**src/rtl/aw_pkg.sv**
```systemverilog
package aw_pkg;
  localparam int FW = 12;  // longest frame: start + 8 data + tag + 2 stop

  typedef struct packed {
    logic       brk;
    logic       ferr;
    logic       tag;
    logic [7:0] data;
  } rx_char_t;

  function automatic int unsigned data_bits(input logic [1:0] dl);
    return 5 + int'(dl);
  endfunction

  function automatic logic [3:0] frame_bits(input logic [1:0] dl, input logic md,
                                            input logic stop2);
    return 4'(1 + data_bits(dl) + int'(md) + 1 + int'(stop2));
  endfunction

  // samples taken after the start check: data, optional tag, first stop
  function automatic logic [3:0] sample_count(input logic [1:0] dl, input logic md);
    return 4'(data_bits(dl) + int'(md) + 1);
  endfunction

  function automatic logic [7:0] trim(input logic [7:0] d, input logic [1:0] dl);
    logic [7:0] m;
    for (int i = 0; i < 8; i++) m[i] = (i < int'(data_bits(dl)));
    return d & m;
  endfunction

  function automatic logic [FW-1:0] build_frame(input logic [7:0] d, input logic [1:0] dl,
                                                input logic md, input logic tag);
    logic [FW-1:0] f;
    f = '1;
    f[0] = 1'b0;
    for (int i = 0; i < 8; i++)
      if (i < int'(data_bits(dl))) f[1+i] = d[i];
    if (md) f[1+data_bits(dl)] = tag;
    return f;
  endfunction
endpackage

```
**src/rtl/aw_tx.sv**
```systemverilog
module aw_tx
  import aw_pkg::*;
#(
  parameter int OVS = 16
) (
  input  logic       clk,
  input  logic       rst_n,
  input  logic       tick,
  input  logic       md,
  input  logic       tag_sel,
  input  logic [1:0] dlen,
  input  logic       stop2,
  input  logic       load,
  input  logic [7:0] data,
  output logic       ready,
  output logic       txd
);
  localparam int CW = $clog2(OVS);

  logic          busy;
  logic [FW-1:0] shreg;
  logic [3:0]    left;
  logic [CW-1:0] tcnt;

  wire accept  = load && !busy;
  wire bit_end = busy && tick && (tcnt == CW'(OVS - 1));

  always_ff @(posedge clk or negedge rst_n) begin
    if (!rst_n) begin
      busy  <= 1'b0;
      shreg <= '1;
      left  <= '0;
      tcnt  <= '0;
    end else if (accept) begin
      shreg <= build_frame(data, dlen, md, tag_sel);
      left  <= frame_bits(dlen, md, stop2);
      tcnt  <= '0;
      busy  <= 1'b1;
    end else if (busy && tick) begin
      if (bit_end) begin
        tcnt  <= '0;
        shreg <= {1'b1, shreg[FW-1:1]};
        left  <= left - 4'd1;
        if (left == 4'd1) busy <= 1'b0;
      end else begin
        tcnt <= tcnt + CW'(1);
      end
    end
  end

  assign ready = !busy;
  assign txd   = busy ? shreg[0] : 1'b1;

  assert_idle_high_R2: assert property (@(posedge clk) disable iff (!rst_n)
    !busy |-> txd);
  assert_start_low_R2: assert property (@(posedge clk) disable iff (!rst_n)
    $rose(busy) |-> !txd);
  assert_load_busy_R4: assert property (@(posedge clk) disable iff (!rst_n)
    (ready && load) |=> !ready);
endmodule

```
**src/rtl/aw_rx.sv**
```systemverilog
module aw_rx
  import aw_pkg::*;
#(
  parameter int OVS = 16
) (
  input  logic       clk,
  input  logic       rst_n,
  input  logic       tick,
  input  logic       rxd,
  input  logic       md,
  input  logic       en,
  input  logic [1:0] dlen,
  output logic       push,
  output rx_char_t   pchar
);
  localparam int CW = $clog2(OVS);

  typedef enum logic [1:0] {R_IDLE, R_START, R_BITS, R_WAITHI} st_t;

  st_t           st;
  logic [CW-1:0] tcnt;
  logic [3:0]    idx;
  logic [9:0]    sh;

  wire       listen = md || en;
  wire [3:0] nsamp  = sample_count(dlen, md);
  wire       samp   = (st == R_BITS) && tick && (tcnt == CW'(OVS - 1));
  wire       last   = samp && (idx == nsamp - 4'd1);

  logic brk_w, tag_w, keep;

  always_comb begin
    tag_w = md && sh[4'(data_bits(dlen))];
    brk_w = last && !rxd && (sh == '0);
    keep  = brk_w || (md ? (en || tag_w) : en);
  end

  assign push  = listen && last && keep;
  assign pchar = '{brk: brk_w, ferr: !rxd, tag: tag_w, data: trim(sh[7:0], dlen)};

  always_ff @(posedge clk or negedge rst_n) begin
    if (!rst_n) begin
      st   <= R_IDLE;
      tcnt <= '0;
      idx  <= '0;
      sh   <= '0;
    end else if (!listen) begin
      st   <= R_IDLE;
      tcnt <= '0;
    end else begin
      case (st)
        R_IDLE: begin
          tcnt <= '0;
          if (tick && !rxd) st <= R_START;
        end
        R_START: if (tick) begin
          if (tcnt == CW'(OVS / 2 - 1)) begin
            tcnt <= '0;
            idx  <= '0;
            sh   <= '0;
            st   <= rxd ? R_IDLE : R_BITS;
          end else begin
            tcnt <= tcnt + CW'(1);
          end
        end
        R_BITS: if (tick) begin
          if (samp) begin
            tcnt    <= '0;
            sh[idx] <= rxd;
            idx     <= idx + 4'd1;
            if (last) st <= rxd ? R_IDLE : R_WAITHI;
          end else begin
            tcnt <= tcnt + CW'(1);
          end
        end
        default: if (rxd) st <= R_IDLE;
      endcase
    end
  end

  assert_filter_R6: assert property (@(posedge clk) disable iff (!rst_n)
    (push && md && !en && !pchar.brk) |-> pchar.tag);
  assert_no_tag_R1: assert property (@(posedge clk) disable iff (!rst_n)
    (push && !md) |-> !pchar.tag);
  assert_quiet_R10: assert property (@(posedge clk) disable iff (!rst_n)
    (!md && !en) |-> !push);
endmodule

```
**src/rtl/aw_fifo.sv**
```systemverilog
module aw_fifo #(
  parameter int W     = 11,
  parameter int DEPTH = 4
) (
  input  logic         clk,
  input  logic         rst_n,
  input  logic         push,
  input  logic [W-1:0] wdata,
  input  logic         pop,
  output logic         valid,
  output logic [W-1:0] rdata,
  output logic         ovr
);
  localparam int AW = $clog2(DEPTH);

  logic [W-1:0]  mem [DEPTH];
  logic [AW-1:0] wp, rp;
  logic [AW:0]   cnt;

  wire full   = (cnt == (AW+1)'(DEPTH));
  wire empty  = (cnt == '0);
  wire pop_ok = pop && !empty;
  wire wr_ok  = push && (!full || pop_ok);

  always_ff @(posedge clk) if (wr_ok) mem[wp] <= wdata;

  always_ff @(posedge clk or negedge rst_n) begin
    if (!rst_n) begin
      wp  <= '0;
      rp  <= '0;
      cnt <= '0;
      ovr <= 1'b0;
    end else begin
      if (wr_ok)  wp <= (wp == AW'(DEPTH - 1)) ? '0 : wp + AW'(1);
      if (pop_ok) rp <= (rp == AW'(DEPTH - 1)) ? '0 : rp + AW'(1);
      cnt <= cnt + (AW+1)'(wr_ok) - (AW+1)'(pop_ok);
      if (push && !wr_ok) ovr <= 1'b1;
      else if (pop_ok)    ovr <= 1'b0;
    end
  end

  assign valid = !empty;
  assign rdata = empty ? '0 : mem[rp];

  assert_no_overflow_R9: assert property (@(posedge clk) disable iff (!rst_n)
    cnt <= (AW+1)'(DEPTH));
  assert_full_drop_R9: assert property (@(posedge clk) disable iff (!rst_n)
    (full && push && !pop) |=> ($stable(cnt) && ovr));
endmodule

```
**src/rtl/addrwake_serial.sv**
```systemverilog
module addrwake_serial
  import aw_pkg::*;
#(
  parameter int OVS   = 16,
  parameter int DEPTH = 4
) (
  input  logic       clk,
  input  logic       rst_n,
  input  logic       tick16,
  input  logic [1:0] cfg_mode,
  input  logic       cfg_tag,
  input  logic [1:0] cfg_dlen,
  input  logic       cfg_stop2,
  input  logic       rx_en,
  input  logic       tx_load,
  input  logic [7:0] tx_data,
  output logic       tx_ready,
  output logic       txd,
  input  logic       rxd,
  input  logic       rd_pop,
  output logic       rd_valid,
  output logic [7:0] rd_data,
  output logic [7:0] rd_stat
);
  localparam int CHW = $bits(rx_char_t);

  logic [1:0] sync_q;
  always_ff @(posedge clk or negedge rst_n) begin
    if (!rst_n) sync_q <= 2'b11;
    else        sync_q <= {sync_q[0], rxd};
  end

  wire md = (cfg_mode == 2'b11);

  logic     rx_push;
  rx_char_t rx_char, head;
  logic     ovr;

  aw_tx #(.OVS(OVS)) u_tx (
    .clk(clk), .rst_n(rst_n), .tick(tick16), .md(md), .tag_sel(cfg_tag),
    .dlen(cfg_dlen), .stop2(cfg_stop2), .load(tx_load), .data(tx_data),
    .ready(tx_ready), .txd(txd)
  );

  aw_rx #(.OVS(OVS)) u_rx (
    .clk(clk), .rst_n(rst_n), .tick(tick16), .rxd(sync_q[1]), .md(md),
    .en(rx_en), .dlen(cfg_dlen), .push(rx_push), .pchar(rx_char)
  );

  aw_fifo #(.W(CHW), .DEPTH(DEPTH)) u_fifo (
    .clk(clk), .rst_n(rst_n), .push(rx_push), .wdata(rx_char), .pop(rd_pop),
    .valid(rd_valid), .rdata(head), .ovr(ovr)
  );

  assign rd_data = head.data;
  assign rd_stat = {head.brk, head.ferr, head.tag, ovr, 4'b0000};

  assert_empty_quiet_R11: assert property (@(posedge clk) disable iff (!rst_n)
    !rd_valid |-> (rd_data == 8'h00));
endmodule

```
**config.mk**
```make
export PLATFORM = sky130hd
export DESIGN_NAME = addrwake_serial
export DESIGN_NICKNAME = d
export VERILOG_FILES = /design/src/rtl/aw_pkg.sv /design/src/rtl/aw_tx.sv /design/src/rtl/aw_rx.sv /design/src/rtl/aw_fifo.sv /design/src/rtl/addrwake_serial.sv
export SDC_FILE = /design/constraint.sdc
export NUM_CORES = 1
export LEC_CHECK = 0
export ABC_AREA = 1
export BUFFER_PORTS_ARGS = -buffer_cell sky130_fd_sc_hd__buf_2
export CORE_MARGIN = 2
export CORE_UTILIZATION = 65
export CTS_CLUSTER_DIAMETER = 120
export DETAILED_ROUTE_END_ITERATION = 16
export PLACE_DENSITY_LB_ADDON = 0.12
export SETUP_SLACK_MARGIN = 0.3
export SKIP_CTS_REPAIR_TIMING = 1
export SLEW_MARGIN = 5
export SYNTH_ARGS = -nofsm -noshare
export SYNTH_HDL_FRONTEND = slang
export SYNTH_SLANG_ARGS = --single-unit
```
**constraint.sdc**
```tcl
create_clock -name clk -period 3.7 [get_ports clk]
set_clock_uncertainty 0.1 [all_clocks]
set_input_delay 0.74 -clock clk [delete_from_list [all_inputs] [get_ports clk]]
set_output_delay 0.74 -clock clk [all_outputs]
set_load 0.05 [all_outputs]
```
==> results.yml <==
finish:
  final_cells: 724
  fill_cells: 585
  final_nets: 673
  n_antenna_cell: 0
  area_delta_synth_final_pct: 8.76
  final_common_cell: "nor2_1"
  drive_above_1_share: 0.166
  regArea_um2: 2620
  multi_input_area_um2: 2210
  final_cell_mix: "91 x nor2_1, 70 x inv_1, 55 x o21ai_0"
sta:
  maxSlewHeadroom: 0.318
  rsz0062_at_grt: "false"
  setup_tns_ps: 0
  tightest_slew_ps: 1020
  slew_viol_final: 0
  setup_viol: 0
  hold_viol_final: 0
  fin_crit_sh: 0.851
  fmax_mhz: 318
  period_needed_ps: 3150
synth:
  async_flop_share: 0.537
  synth_edf_count: 44
  syn_area_um2: 5230
  yosys_warnings: 0
  ys_seq_area_frac: 0.500
  syn_inst: 580
  post_synth_num_cell_types: 45
  yosys_register_bits: 95
  avgSynthCellArea_um2: 9.01
  synthFlopType: "edfxtp_1"
worst_setup_path:
  critPathArrivalTime_ps: 3310
  cp_common_cell: "inv_1"
  max_stage_delay_ps: 430
  critPathCaptureType: "flip-flop"
  crit_type: "input port to flip-flop"
  path_delay_family: "adder cells"
  critPathSlowestCell: "fa_1"
  critPathBufInv: 6
  crit_chain: "buf_2, nand2_2, clkinv_2, ha_1, inv_1, fa_1, inv_1, nand2_1, nand2_1, nand3_1, nand3b_1, nor2_4, nand3_4, inv_1, ha_1, inv_1, fa_1, xnor2_1"
  cp.required_ps: 3860
  cp-start-kind: "input port"
  path_max_fanout: 8
global_routing:
  antenna_found_initial: 0
  grt_pass1_vias: 3962
  track_usage: 0.259
  globalRouteOverflowTotal: 0
  grt_first_pass_wirelength_um: 17700
  grt_start_max_net_pins: 47
route:
  wl_um: 10500
  met1_length_um: 4790
  dr_wl_met3_um: 441
  vias: 4047
  drt_iter0_drc: 292
  viasPerCell: 5.59
  highest_layer: "met4"
  drt_pass1_iterations: 5
  drc_errors: 0
  postRouteAntennaNets: 0
  post_drt_wl_per_cell_um: 14.5
  dr_wl_met2_um: 5090
flow_run:
  cap_violations: 0
place:
  placement.io_buffers: 35
  place_congestion: 0.855
  dp_cells: 708
  dp_hpwl_um: 7590
cts:
  cts.sinks: 95
  ctsLongestPathBuffers: 2
  htreeDepth: 3
  cts_tree: "built"
  cts_buffers: 9
  clockRootBuffer: "clkbuf_8"
  clk_latency_ps: 360
  path_clk_slew_ps: 100
pwr:
  p_per_area_nw_per_um2: 699
  total_power_mw: 3.98
  switching_power_mw: 1.80
  ir_drop_mv: 0.370
  power_frac_clock: 0.164
  power.internal_mw: 2.17
  combPwrFrac: 0.437
  seq_power_share: 0.399
  p_leak_nw: 2.50
  switching_share: 0.454
die:
  fp-row-count: 32
  die_width_um: 93.7
  io_pins: 40
  die_y_um: 93.7
  core_area_um2: 7770
  dieArea_um2: 8770
  initial_core_util: 0.673
outcome:
  status: "completed"
min_path:
  hold_path_class: "flip-flop to flip-flop"
worst paths after layout:
check	start	endpoint	slack, ps	cells after the start
min in group asynchronous	rst_n	u_rx.tcnt[0]$_DFFE_PN0P_	450	1
max in group asynchronous	rst_n	u_tx.shreg[8]$_DFFE_PN1P_	2290	2
min reg2reg	sync_q[0]$_DFF_PN1_	sync_q[1]$_DFF_PN1_	260	0
min	sync_q[0]$_DFF_PN1_	sync_q[1]$_DFF_PN1_	260	0
max	cfg_mode[0]	u_fifo.cnt[2]$_DFF_PN0_	550	18
max reg2reg	u_rx.st[0]$_DFFE_PN0P_	u_fifo.cnt[2]$_DFF_PN0_	800	14
metal layers:
layer,up-vias,GRT usage
met1,1928,0.333
met5,-,0
met2,101,0.440
li1,2000,-
met3,18,0.0618
met4,0,0.0785
power by group through the flow:
stage | sequential (mW) | combinational, mW | clock [mW]
2_1_floorplan | 1.51 | 1.44 | 0
3_3_place_gp | 1.59 | 1.66 | 0
3_5_place_dp | 1.60 | 1.72 | 0
4_1_cts | 1.58 | 1.74 | 0.663
5_1_grt | 1.62 | 1.94 | 0.704
6_report | 1.59 | 1.74 | 0.653
flip-flops by register name (all words and copies together), names as in the netlist:
name / flops
u_fifo.ovr: 1
u_fifo.rp: 2
u_rx.st: 2
sync_q: 2
u_rx.idx: 4
u_tx.shreg: 12
u_rx.tcnt: 4
u_tx.busy: 1
u_fifo.wp: 2
u_tx.tcnt: 4
u_tx.left: 4
u_fifo.cnt: 3
u_fifo.mem: 44
u_rx.sh: 10
cells in the mapped netlist (14+ instances only):
library cell | instances | area (µm²)
a21oi_1 | 43 | 215
dfrtp_1 | 37 | 926
dfstp_2 | 14 | 368
edfxtp_1 | 44 | 1320
ha_1 | 32 | 400
inv_1 | 70 | 263
nand2_1 | 54 | 203
nand3_1 | 24 | 120
nand4_1 | 14 | 87.6
nor2_1 | 91 | 342
nor3_1 | 15 | 75.1
o21ai_0 | 55 | 275
area by class of cell:
cell class	count	area share
Clock buffer	10	0.0242
Clock inverter	6	0.00880
Inverter	76	0.0508
Multi-Input combinational cell	390	0.390
Sequential cell	95	0.460
Tap cell	102	0.0225
Timing Repair Buffer	45	0.0440
cells by family after synthesis:
logic type / Yosys count / share of synthesized area
fa+ha+maj: 35 / 0.0881
other cells: 1 / 0.000718
buf+inv: 98 / 0.0790
simple gates: 224 / 0.196
flops: 95 / 0.500
compound gates: 119 / 0.123
xor+xnor: 8 / 0.0134
stage by stage:
stage / setup WS (ps) / hold slack [ps] / utilization / cell area, µm²
3_5_place_dp: 126 / 248 / 0.707 / 5490
4_1_cts: 517 / 260 / 0.731 / 5680
5_1_grt: 323 / 264 / 0.732 / 5680
3_3_place_gp: 202 / 247 / 0.707 / 5490
6_report: 551 / 260 / 0.732 / 5680
2_1_floorplan: 311 / 245 / - / 5240
Power figures use the tool's default switching activity.
